### src/rtl/gdma_pkg.sv
package gdma_pkg;
  localparam int CTL_REQ   = 0;
  localparam int CTL_DIR   = 1;
  localparam int CTL_WIDE  = 2;
  localparam int CTL_TCIRQ = 5;
  localparam int CTL_D16   = 6;
  localparam int CTL_FLIP  = 7;
  localparam int LO_W      = 8;
  localparam int NIB_W     = 4;

  typedef enum logic {SLOT_LO = 1'b0, SLOT_HI = 1'b1} slot_e;
endpackage

### src/rtl/gdma_addr_gen.sv
module gdma_addr_gen #(
  parameter int START_W = 16,
  parameter int ADDR_W  = 20
) (
  input  logic [START_W-1:0] start_i,
  input  logic [3:0]         nib_i,
  input  logic               wide_i,
  output logic [ADDR_W-1:0]  base_o
);
  localparam logic [ADDR_W-1:0] HI_MASK  = {2'b11, {(ADDR_W-2){1'b0}}};
  localparam logic [ADDR_W-1:0] MID_MASK = ({ADDR_W{1'b1}} >> 3) & ~ADDR_W'(15);

  logic [ADDR_W-1:0] lin, trans;

  always_comb begin
    lin   = ADDR_W'({start_i, 4'b0000}) + ADDR_W'(nib_i);
    trans = (lin & HI_MASK) + ((lin & MID_MASK) << 1);
    base_o = wide_i ? trans : lin;
  end
endmodule

### src/rtl/gdma_byte_fmt.sv
module gdma_byte_fmt (
  input  logic [7:0] data_i,
  input  logic       upload_i,
  input  logic       flip_i,
  input  logic       d16_i,
  input  logic       hi_slot_i,
  output logic [7:0] data_o
);
  logic inv;
  // high bytes always follow flip; low bytes only for 8-bit data
  assign inv    = upload_i & flip_i & (hi_slot_i | ~d16_i);
  assign data_o = {data_i[7] ^ inv, data_i[6:0]};
endmodule

### src/rtl/gdma_ctrl.sv
module gdma_ctrl
  import gdma_pkg::*;
(
  input  logic       clk_i,
  input  logic       rst_ni,
  input  logic       wr_i,
  input  logic [7:0] wdata_i,
  input  logic       rd_i,
  input  logic       last_i,
  input  logic       wide_i,
  output logic [7:0] ctrl_o,
  output logic       irq_o,
  output logic [7:0] rdata_o
);
  logic [7:0] ctrl_q;
  logic       irq_q;

  always_ff @(posedge clk_i or negedge rst_ni) begin
    if (!rst_ni) begin
      ctrl_q <= '0;
      irq_q  <= 1'b0;
    end else begin
      if (rd_i) begin
        ctrl_q[CTL_WIDE] <= 1'b0;
        ctrl_q[CTL_D16]  <= 1'b0;
        irq_q            <= 1'b0;
      end
      if (last_i) begin
        ctrl_q[CTL_REQ] <= 1'b0;
        if (ctrl_q[CTL_TCIRQ]) irq_q <= 1'b1;
      end
      if (wr_i) ctrl_q <= wdata_i;
    end
  end

  always_comb begin
    rdata_o = ctrl_q;
    if (wide_i) rdata_o[CTL_WIDE] = 1'b1;
    if (irq_q)  rdata_o[CTL_D16]  = 1'b1;
  end

  assign ctrl_o = ctrl_q;
  assign irq_o  = irq_q;
endmodule

### src/rtl/gdma_engine.sv
module gdma_engine
  import gdma_pkg::*;
#(
  parameter int START_W = 16,
  parameter int ADDR_W  = 20,
  parameter int CNT_W   = 16
) (
  input  logic               clk_i,
  input  logic               rst_ni,
  input  logic               wide_chan_i,
  input  logic               ctrl_wr_i,
  input  logic               ctrl_rd_i,
  input  logic [7:0]         ctrl_wdata_i,
  output logic [7:0]         ctrl_rdata_o,
  input  logic               start_wr_i,
  input  logic [START_W-1:0] start_wdata_i,
  output logic [START_W-1:0] start_addr_o,
  input  logic               lo_wr_i,
  input  logic [LO_W-1:0]    lo_wdata_i,
  output logic [LO_W-1:0]    lo_addr_o,
  output logic               dma_req_o,
  input  logic               host_valid_i,
  output logic               host_ready_o,
  input  logic [7:0]         host_data_i,
  input  logic               tc_i,
  output logic               dn_valid_o,
  output logic [7:0]         dn_data_o,
  output logic               irq_o,
  output logic [ADDR_W-1:0]  ram_addr_o,
  output logic               ram_we_o,
  output logic               ram_re_o,
  output logic [7:0]         ram_wdata_o,
  input  logic [7:0]         ram_rdata_i
);
  logic [7:0]         ctrl;
  logic [START_W-1:0] start_q;
  logic [LO_W-1:0]    lo_q;
  logic [ADDR_W-1:0]  ptr_q, base, cur_addr;
  logic               active_q, dnv_q;
  slot_e              slot_q;
  logic [CNT_W-1:0]   cnt_q, n_final;
  logic               xfer, last, upload, unit_inc, hi_slot;

  gdma_ctrl u_ctrl (
    .clk_i   (clk_i),
    .rst_ni  (rst_ni),
    .wr_i    (ctrl_wr_i),
    .wdata_i (ctrl_wdata_i),
    .rd_i    (ctrl_rd_i),
    .last_i  (last),
    .wide_i  (wide_chan_i),
    .ctrl_o  (ctrl),
    .irq_o   (irq_o),
    .rdata_o (ctrl_rdata_o)
  );

  gdma_addr_gen #(.START_W(START_W), .ADDR_W(ADDR_W)) u_addr (
    .start_i (start_q),
    .nib_i   (lo_q[NIB_W-1:0]),
    .wide_i  (wide_chan_i),
    .base_o  (base)
  );

  gdma_byte_fmt u_fmt (
    .data_i    (host_data_i),
    .upload_i  (upload),
    .flip_i    (ctrl[CTL_FLIP]),
    .d16_i     (ctrl[CTL_D16]),
    .hi_slot_i (hi_slot),
    .data_o    (ram_wdata_o)
  );

  assign upload       = ~ctrl[CTL_DIR];
  assign host_ready_o = ctrl[CTL_REQ];
  assign dma_req_o    = ctrl[CTL_REQ];
  assign xfer         = host_valid_i & host_ready_o;
  assign last         = xfer & tc_i;
  assign hi_slot      = wide_chan_i & (slot_q == SLOT_HI);
  assign unit_inc     = ~wide_chan_i | (slot_q == SLOT_HI);
  assign n_final      = cnt_q + CNT_W'(unit_inc);
  assign cur_addr     = active_q ? ptr_q : base;

  assign ram_addr_o   = cur_addr;
  assign ram_we_o     = xfer & upload;
  assign ram_re_o     = xfer & ~upload;
  assign dn_valid_o   = dnv_q;
  assign dn_data_o    = ram_rdata_i;
  assign start_addr_o = start_q;
  assign lo_addr_o    = lo_q;

  always_ff @(posedge clk_i or negedge rst_ni) begin
    if (!rst_ni) begin
      start_q  <= '0;
      lo_q     <= '0;
      ptr_q    <= '0;
      active_q <= 1'b0;
      slot_q   <= SLOT_LO;
      cnt_q    <= '0;
      dnv_q    <= 1'b0;
    end else begin
      dnv_q <= ram_re_o;
      if (last) begin
        active_q <= 1'b0;
        slot_q   <= SLOT_LO;
        cnt_q    <= '0;
        start_q  <= start_q + START_W'(n_final >> 4);
        lo_q[NIB_W-1:0] <= n_final[NIB_W-1:0] + lo_q[NIB_W-1:0];
      end else if (xfer) begin
        active_q <= 1'b1;
        ptr_q    <= cur_addr + ADDR_W'(1);
        slot_q   <= (wide_chan_i && slot_q == SLOT_LO) ? SLOT_HI : SLOT_LO;
        cnt_q    <= n_final;
      end
      if (lo_wr_i) lo_q <= lo_wdata_i;
      if (start_wr_i) begin
        start_q <= start_wdata_i;
        lo_q[LO_W-1:NIB_W] <= '0;
      end
    end
  end
endmodule

### config.mk
export PLATFORM = sky130hd
export DESIGN_NAME = gdma_engine
export DESIGN_NICKNAME = d
export VERILOG_FILES = /design/src/rtl/gdma_pkg.sv /design/src/rtl/gdma_addr_gen.sv /design/src/rtl/gdma_byte_fmt.sv /design/src/rtl/gdma_ctrl.sv /design/src/rtl/gdma_engine.sv
export SDC_FILE = /design/constraint.sdc
export NUM_CORES = 1
export LEC_CHECK = 0
export BUFFER_PORTS_ARGS = -buffer_cell sky130_fd_sc_hd__buf_2
export CAP_MARGIN = 20
export CORE_MARGIN = 3
export CORE_UTILIZATION = 35
export CTS_CLUSTER_SIZE = 30
export DETAILED_ROUTE_END_ITERATION = 6
export HOLD_SLACK_MARGIN = 0.08
export PLACE_DENSITY_LB_ADDON = 0.3
export SLEW_MARGIN = 5
export SYNTH_ARGS = -nofsm -noshare
export SYNTH_HDL_FRONTEND = slang
export SYNTH_SLANG_ARGS = --single-unit
### constraint.sdc
create_clock -name clk_i -period 4.4 [get_ports clk_i]
set_clock_uncertainty 0.2 [all_clocks]
set_input_delay 0.66 -clock clk_i [delete_from_list [all_inputs] [get_ports clk_i]]
set_output_delay 0.66 -clock clk_i [all_outputs]
set_load 0.1 [all_outputs]
==> results of run 1 <==
-- layer usage --
metal | track usage | routed length [µm] | up-vias
met2 | 0.2767 | 6177 | 113
met4 | 0.05867 | 335 | 0
met3 | 0.03816 | 597 | 27
met5 | 0 | 0 | -
li1 | - | - | 2091
met1 | 0.2123 | 5759 | 2070
-- logic make-up after synthesis --
logic type / after synthesis / synth area share
flip-flops: 72 / 0.3669
buffers and inverters: 64 / 0.07032
AO/OA/AOI/OAI: 142 / 0.1781
XOR/XNOR: 40 / 0.07134
adder cells (fa/ha/maj): 20 / 0.05401
AND/OR/NAND/NOR: 187 / 0.1880
multiplexers: 34 / 0.07134
-- registers in the layout, indices dropped and copies added, names as in the netlist --
register       cells
u_ctrl.ctrl_o      8
start_addr_o      16
active_q           1
dn_valid_o         1
lo_addr_o          8
ptr_q             20
u_ctrl.irq_o       1
cnt_q             16
slot_q             1
-- stage by stage --
| stage | cells | setup slack (ns) | power, µW | instance area [µm²] | hold WS (ns) |
|---|---|---|---|---|---|
| CTS | 805 | 0.6561 | 2844 | 5635 | 0.2847 |
| global route | 805 | 0.3825 | 2958 | 5635 | 0.3116 |
| floorplan | 559 | 0.09075 | 2030 | 4915 | 0.1644 |
| finish | 805 | 0.6381 | 2823 | 5635 | 0.2789 |
| global placement | 790 | 0.4523 | 2163 | 5380 | 0.2628 |
| detailed placement | 790 | 0.3179 | 2186 | 5380 | 0.2707 |
-- power breakdown --
part,switching (µW),leakage [µW],internal (µW)
clock network,276,0.000125,375
logic,1040,0.00163,269
registers,97.3,0.000918,768
total,1410,0.00267,1410
-- final timing paths --
kind	from	end	slack, ns	cells after the start
setup / recovery	wide_chan_i	start_addr_o[15]	0.64	15
hold / removal	ptr_q[8]	ptr_q[8]	0.28	2
setup reg to reg	slot_q	start_addr_o[12]	0.64	13
hold reg to reg	ptr_q[8]	ptr_q[8]	0.28	2
max in group asynchronous	rst_ni	ptr_q[19]	3.03	2
min in group asynchronous	rst_ni	lo_addr_o[4]	0.35	2
-- layout make-up --
class / instances / share of cell area
clock buffers: 11 / 0.04130
clock inverters: 4 / 0.003996
inverters: 14 / 0.009325
multi-input cells: 423 / 0.4911
flip-flops and latches: 72 / 0.3197
well taps: 176 / 0.03908
repair buffers: 105 / 0.09547
-- critical path, delay by kind of cell --
| family | cells | cell delay [ns] |
|---|---|---|
| simple gates | 6 | 1.36 |
| fa+ha+maj | 3 | 0.86 |
| compound gates | 4 | 0.66 |
| xor+xnor | 1 | 0.16 |
| buf+inv | 1 | 0.12 |
-- cell usage in the layout (no fill, tap or decap), drive strengths merged, types with 2 or more instances in the layout --
| cell type | n |
|---|---|
| a221oi | 2 |
| fa | 2 |
| a31oi | 6 |
| buf | 105 |
| o21ai | 66 |
| nand3 | 16 |
| clkbuf | 11 |
| ha | 18 |
| inv | 14 |
| nand2b | 10 |
| nand2 | 82 |
| clkinv | 3 |
| nor4 | 4 |
| mux2 | 8 |
| mux2i | 26 |
| a22o | 9 |
| nor3 | 4 |
| o31ai | 12 |
| a21oi | 25 |
| nor2 | 28 |
| o211ai | 3 |
| o21a | 6 |
| xnor2 | 19 |
| dfrtp | 72 |
| or3 | 2 |
| xor2 | 21 |
| and3 | 14 |
| a21o | 4 |
| and4 | 2 |
| or2 | 3 |
| nor2b | 5 |
| nand4 | 10 |
==> qor.csv, run 1 <==
metric,value,unit
status,finished clean,
antenna_found_initial,0,
worstPathCellList,"buf_2, nand2b_1, ha_1, ha_1, nand3_1, nor4_1, nand2_1, xnor2_1, ha_1, nand2_1, a21oi_1, a221o_1, o21ai_0, or3_1, a31oi_1",
utilization,0.4173,
dr_total_vias,4301,
required,4.46,ns
setup_viol,0,
synthArstFlopShare,1.000,
hpwlAfterDp,9.435,mm
yosysMostFrequentCell,nand2_1,
drc,0,
place_congestion,0.8527,
slew_headroom,0.3247,
synth_seq_cells,72,
start_util,0.3636,
grt_pass1_vias,4288,
synth_top_cell_by_area,dfrtp_1,
numCtsBuffers,9,
clkLatencyLatePin,0.34,ns
yosys_warnings,0,
yosys-top-cells-area,"dfrtp_1 37%, nand2_1 6.3%, mux2i_1 5.3%",
cts-resized-gates,0,
slowest_stage,nor4_1,
clkSinkCount,72,
postCtsHoldBufs,0,
slowest_delay,0.54,ns
arrival,3.82,ns
syn_area,0.004911,mm²
globalRouteOverflowTotal,0,
slew_violations,0,
fin_nets,702,
num-fill-cells,1308,
yosysUniqueCellTypes,58,
regArea,0.001802,mm²
rows,42,
detail-route-antenna-nets,0,
cts_root_buffer,clkbuf_16,
fin_crit_sh,0.8550,
grt_pass1_wl,21.47,mm
die_area,0.01549,mm²
cp_max_fo,6,
synth.avg_cell_area,8.785,µm²
fin_crit,3.762,ns
drive_above_1_share,0.2210,
ir_worst_vdd,220.4,µV
grt_usage,0.1665,
worstSetupPathType,in2reg,
p_leak,0.002672,µW
cpMostUsedCell,ha_1,
rsz0062_at_grt,no,
io_buffers,100,
drt-initial-drc-count,319,
synth-main-ff-cell,dfrtp_1,
grt_max_degree,73,
die_x,124.5,µm
tightest_slew,1.009,ns
netlist_instances,559,
p_per_area,500.9,mW/mm²
finalHoldViolations,0,
wl,12.87,mm
die_y,124.5,µm
syn2layout_area_growth,14.75,%
synth_edf_count,0,
drtPass1Iterations,5,
htreeDepth,3,
synth_commonest_cells,"82 x nand2_1, 72 x dfrtp_1, 47 x o21ai_0, 28 x nor2_1, 26 x mux2i_1",
synth_top_cell_area_share,0.3669,
critPathLaunchType,primary input,
cts_tree,built,
cp-end-kind,register,
multiInputGateArea,0.002768,mm²
coreArea,0.01351,mm²
hp-class,reg2reg,
clk_path_buf_depth,2,
tns,0,ns
synth_nets,636,
wl_per_cell,15.99,µm
viasPerCell,5.343,
post_cts.repair.setup_buffers,0,
clk_pin_slew,0.06,ns
fmax,265.8,MHz
n_antenna_cell,0,
ys_seq_area_frac,0.3669,
ios,131,
cap_violations,0,
No activity file was read; power rests on OpenSTA's default activity.
==> run 2, diff against run 1 <==
--- a/config.mk
+++ b/config.mk
@@ -5,6 +5,7 @@
 export SDC_FILE = /design/constraint.sdc
 export NUM_CORES = 1
 export LEC_CHECK = 0
+export ABC_AREA = 1
 export BUFFER_PORTS_ARGS = -buffer_cell sky130_fd_sc_hd__buf_2
 export CAP_MARGIN = 20
 export CORE_MARGIN = 3
==> run 2 against run 1 <==
Net effect:
- setup slack improved by 0.35 ns
- first-iteration DRC count increased by 7.8%
- core utilization decreased by 0.18 points
- die area increased by 7.5%
- largest cell class unchanged
- highest routed layer unchanged
==> qor.csv, run 2 <==
metric,value,unit,change
p_per_area,575.4,mW/mm²,+15%
slowest_stage,fa_1,,
rrSetupSlack,1.12,ns,+0.48 ns
num-fill-cells,1532,,+17%
rsz0062_at_grt,no,,
yosysUniqueCellTypes,40,,-31%
drt-initial-drc-count,344,,+7.8%
die_x,129.1,µm,+3.7%
die_y,129.1,µm,+3.7%
largest_reg_flops,20,,unchanged
n_antenna_cell,0,,unchanged
slew_headroom,0.3677,,+0.04300
synth.avg_cell_area,6.974,µm²,-21%
power,3514,µW,+24%
dr_total_vias,4951,,+15%
hpwlAfterDp,11.30,mm,+20%
grt_pass1_vias,4645,,+8.3%
cts_root_buffer,clkbuf_16,,
worstPathCellList,"buf_2, nand2_1, ha_1, ha_1, nand2_1, inv_1, nand3_1, nand2_1, inv_1, ha_1, inv_1, fa_1, nand3b_1, nand2_1, nand2_1, nand2_1, nand2_1, nand2_1, nand2_1, nand2_1, nor2_1, o21ai_0",,
coreArea,0.01470,mm²,+8.8%
grt_usage,0.1836,,+0.01716
netlist_instances,760,,+36%
antenna_found_initial,0,,unchanged
viasPerCell,4.854,,-9.2%
grt_max_degree,73,,unchanged
cp_max_fo,16,,+10
crit_start,wide_chan_i,,
cts_tree,built,,
tightest_slew,0.9484,ns,-0.06078 ns
p_leak,0.003229,µW,+21%
post_cts.repair.setup_buffers,0,,unchanged
rows,44,,+4.8%
fin_hold_ws,0.2455,ns,-0.03345 ns
fmax,293.1,MHz,+10%
die_area,0.01666,mm²,+7.5%
regArea,0.001802,mm²,unchanged
wl,14.61,mm,+13%
synth_top_cell_area_share,0.3399,,-0.02694
multiInputGateArea,0.002885,mm²,+4.2%
numCtsBuffers,9,,unchanged
status,finished clean,,
clkSinkCount,72,,unchanged
arrival,3.47,ns,-0.35 ns
syn2layout_area_growth,15.23,%,
layout_common_cells,"245 x nand2_1, 99 x buf_2, 81 x inv_1, 72 x dfrtp_1, 61 x nor2_1",,
synth_nets,837,,+32%
cts-resized-gates,0,,unchanged
setup_viol,0,,unchanged
yosys_warnings,0,,unchanged
clkLatencyLatePin,0.35,ns,about the same
cap_violations,0,,unchanged
clk_path_buf_depth,2,,unchanged
ios,131,,unchanged
cpMostUsedCell,nand2_1,,
fin_crit,3.411,ns,-0.3505 ns
drive_above_1_share,0.2093,,-0.01166
fin_cells,1020,,+27%
numPlacedInstances,1004,,+27%
hp-class,in2async,,
clk_pin_slew,0.06,ns,about the same
io_buffers,100,,unchanged
postCtsHoldBufs,0,,unchanged
slew_violations,0,,unchanged
drtPass1Iterations,5,,unchanged
timing.rr.start,slot_q,,
tns,0,ns,unchanged
synth_commonest_cells,"245 x nand2_1, 81 x inv_1, 72 x dfrtp_1, 62 x nor2_1, 56 x nand3_1",,
drc,0,,unchanged
cp-end-kind,register,,
final_common_cell,nand2_1,,
fin_crit_sh,0.7753,,-0.07966
syn_area,0.005300,mm²,+7.9%
synthArstFlopShare,1.000,,unchanged
grt_pass1_wl,24.05,mm,+12%
place_congestion,0.9434,,+11%
ys_seq_area_frac,0.3399,,-0.02694
wl_per_cell,14.32,µm,-10%
required,4.46,ns,about the same
r2r_cells,22,,+9
synth_seq_cells,72,,unchanged
yosysMostFrequentCell,nand2_1,,
synth_top_cell_by_area,dfrtp_1,,
critPathLaunchType,primary input,,
finalHoldViolations,0,,unchanged
yosys-top-cells-area,"dfrtp_1 34%, nand2_1 17%, inv_1 5.7%",,
slowest_delay,0.40,ns,-0.14 ns
ir_worst_vdd,332.7,µV,+51%
fin_nets,908,,+29%
worstSetupPathType,in2reg,,
synth-main-ff-cell,dfrtp_1,,
regMostFlops,ptr_q,,
htreeDepth,3,,unchanged
globalRouteOverflowTotal,0,,unchanged
synth_edf_count,0,,unchanged
start_util,0.3606,,-0.003056
detail-route-antenna-nets,0,,unchanged
-- run 2: changes by cell type after synthesis, sizes merged, moves of 20 or more --
cell,previous run,this run
nand3,16,65
nand2,82,267
o21ai,66,46
inv,14,87
mux2i,26,0
nor2,28,77
-- run 2: routing by layer --
metal,wire length (µm),share of wire,GRT usage
met1,6877,0.47,0.2574
met2,6783,0.46,0.2878
met3,687,0.047,0.03833
met4,258,0.018,0.05250
met5,0,0,0
-- run 2: per-stage QoR --
stage	util	instance area, µm²	setup slack, ns
after floorplan	-	5300	0.7576
after global placement	0.3927	5773	0.7385
after detailed placement	0.3927	5773	0.6701
after CTS	0.4155	6107	1.012
after global routing	0.4155	6107	0.5672
final	0.4155	6107	0.9886
-- run 2: worst paths after layout --
kind	end
max reg2reg	start_addr_o[10]
max in group asynchronous	lo_addr_o[3]
min reg2reg	u_ctrl.ctrl_o[4]
min	ptr_q[10]
max	start_addr_o[10]
min in group clk_i	u_ctrl.ctrl_o[4]
-- run 2: layout make-up --
| cell class | count | area share |
|---|---|---|
| Clock inverter | 2 | 0.009834 |
| Clock buffer | 14 | 0.04487 |
| Multi-Input combinational cell | 557 | 0.4724 |
| Sequential cell | 72 | 0.2950 |
| Timing Repair Buffer | 103 | 0.08605 |
| Tap cell | 184 | 0.03770 |
| Inverter | 88 | 0.05409 |
-- run 2: power by group --
group / total [µW] / internal [µW] / switching (µW)
Sequential: 913 / 785 / 128
Clock: 825 / 543 / 282
Combinational: 1780 / 357 / 1420
-- run 2: logic make-up (layout without fill, tap and decap cells) --
kind of cell               Yosys count  after routing  share of synthesized area
AOI/OAI and AO/OA                   88             88                    0.09278
xor gates and xnor gates            16             16                    0.02644
adders and majority gates           20             20                    0.05005
buffers and inverters              131            207                     0.1161
and+or+nand+nor                    433            433                     0.3746
DFF                                 72             72                     0.3399
-- run 2: critical path: cells and delay by family --
kind | cells | cell delay (ns)
adder cells (fa/ha/maj) | 4 | 0.99
AND/OR/NAND/NOR | 13 | 1.20
buffers and inverters | 4 | 0.48
AO/OA/AOI/OAI | 1 | 0.14
==> run 3, diff against run 2 <==
--- a/config.mk
+++ b/config.mk
@@ -5,7 +5,7 @@
 export SDC_FILE = /design/constraint.sdc
 export NUM_CORES = 1
 export LEC_CHECK = 0
-export ABC_AREA = 1
+export ABC_AREA = 0
 export BUFFER_PORTS_ARGS = -buffer_cell sky130_fd_sc_hd__buf_2
 export CAP_MARGIN = 20
 export CORE_MARGIN = 3
==> constraint.sdc (replaced) <==
create_clock -name clk_i -period 3.35 [get_ports clk_i]
set_clock_uncertainty 0.2 [all_clocks]
set_input_delay 0.5025 -clock clk_i [delete_from_list [all_inputs] [get_ports clk_i]]
set_output_delay 0.5025 -clock clk_i [all_outputs]
set_load 0.1 [all_outputs]
==> run 3 against run 2 <==
Net effect:
- flip-flop and latch count is the same
- critical endpoint is now start_addr_o[12]
- hold slack got worse by 0.072 ns
- clock power increased by 36%
- register-to-register slack lost 1.0 ns
- highest routed layer unchanged
- die area fell by 7.0%
- power is 16% higher
- non-clock buffer count increased by 38
- sequential share of layout area down 0.85 points
- first-iteration DRC count is 18% higher
==> qor.csv, run 3 (synthesized netlist as in run 1, its figures left out) <==
metric,value,unit,change
status,finished clean,,
placed_cell_area,0.005842,mm²,+1.2%
clk_pin_slew,0.06,ns,about the same
fin_nets,738,,-19%
critPathLaunchType,register,,
arrival,3.29,ns,-0.18 ns
drive_above_1_share,0.3258,,+0.1165
syn2layout_area_growth,28.13,%,
slew_headroom,0.4842,,+0.1165
clk_path_buf_depth,2,,unchanged
wl,13.59,mm,-6.9%
regMostFlops,ptr_q,,
drtPass1Iterations,5,,unchanged
antenna_found_initial,0,,unchanged
grt_usage,0.1745,,-0.009147
rows,42,,-4.5%
wl_per_cell,16.14,µm,+13%
largest_reg_flops,20,,unchanged
place_congestion,0.8174,,-13%
num-fill-cells,1240,,-19%
final_area,0.006292,mm²,+3.0%
numCtsBuffers,9,,unchanged
drc,0,,unchanged
die_x,124.5,µm,-3.6%
p_per_area,648.3,mW/mm²,+13%
start_util,0.3636,,+0.003056
finalHoldViolations,0,,unchanged
dr_total_vias,4412,,-11%
layout_common_cells,"100 x buf_2, 81 x nand2_1, 71 x dfrtp_1, 39 x buf_4, 37 x o21ai_0",,
p_leak,0.002961,µW,-8.3%
hp-class,in2reg,,
io_buffers,100,,unchanged
globalRouteOverflowTotal,0,,unchanged
drt-initial-drc-count,406,,+18%
rsz0062_at_grt,yes,,
clkSinkCount,72,,unchanged
fin_cells,842,,-17%
detail-route-antenna-nets,0,,unchanged
fmax,305.1,MHz,
slew_violations,0,,unchanged
cap_violations,0,,unchanged
tightest_slew,0.7737,ns,-0.1747 ns
fin_crit_sh,0.9783,,
cts_root_buffer,clkbuf_16,,
grt_pass1_vias,4433,,-4.6%
die_area,0.01549,mm²,-7.0%
worstSetupPathType,reg2reg,,
tns,0,ns,unchanged
required,3.36,ns,-1.10 ns
die_y,124.5,µm,-3.6%
setup_viol,0,,unchanged
multiInputGateArea,0.003047,mm²,+5.6%
clkLatencyLatePin,0.33,ns,-0.02 ns
place_ws,-0.1832,ns,-0.8534 ns
final_common_cell,buf_2,,
viasPerCell,5.240,,+8.0%
fin_ws,0.07253,ns,-0.9161 ns
cp_max_fo,3,,-13
coreArea,0.01351,mm²,-8.1%
ir_worst_vdd,246.1,µV,-26%
hpwlAfterDp,9.961,mm,-12%
cp-end-kind,register,,
grt_max_degree,73,,unchanged
numPlacedInstances,822,,-18%
n_antenna_cell,0,,unchanged
ios,131,,unchanged
grt_pass1_wl,22.56,mm,-6.2%
cts_tree,built,,
fin_crit,3.277,ns,
regArea,0.001803,mm²,about the same
htreeDepth,3,,unchanged
run 3: power by group:
group	leakage [µW]	switching [µW]	internal, µW
Combinational	0.00187	1380	413
Sequential	0.000917	152	1010
Clock	0.000170	376	748
run 3: critical path: stages (launching register included):
cell	delay, ns
dfrtp_1	0.37
nand2b_4	0.15
ha_4	0.15
and4_4	0.22
nand4_1	0.22
buf_4	0.23
xnor2_1	0.13
ha_1	0.33
buf_4	0.14
o21a_1	0.19
o31ai_4	0.08
nand2_1	0.14
a221oi_4	0.33
mux2i_1	0.22
o21ai_1	0.07
run 3: metrics by stage:
stage | power, µW | util | hold slack [ns]
after floorplan | 2735 | - | 0.006909
after global placement | 2940 | 0.4326 | 0.2616
after detailed placement | 2971 | 0.4326 | 0.2718
after CTS | 4103 | 0.4590 | 0.1660
after global routing | 4265 | 0.4659 | 0.1739
final | 4079 | 0.4659 | 0.1738
run 3: repair_timing:
item                                    in CTS  in global routing
setup buffers                                0                  3
endpoints found under the setup margin       0                  9
endpoints found under the hold margin       72                  0
hold buffers                                 1                  0
resized for setup                            0                 13
run 3: per-layer routing:
metal	GRT usage	part of all wire
met1	0.2298	0.45
met2	0.2920	0.49
met3	0.03431	0.037
met4	0.04900	0.016
met5	0	0
run 3: cell type report:
cell class,count,share of cell area
timing repair buffer,141,0.1308
clock buffer,11,0.03858
tap,176,0.03500
clock inverter,5,0.01650
sequential,72,0.2865
multi-input combinational,423,0.4842
inverter,14,0.008352
run 3: worst paths after layout:
path	start	end	slack, ns	cells after the start
setup / recovery	slot_q	start_addr_o[12]	0.07	14
hold / removal	start_wdata_i[7]	start_addr_o[7]	0.17	2
setup reg to reg	slot_q	start_addr_o[12]	0.07	14
hold reg to reg	ptr_q[9]	ptr_q[9]	0.29	2
max in group asynchronous	rst_ni	start_addr_o[9]	2.08	3
min in group asynchronous	rst_ni	lo_addr_o[5]	0.53	3
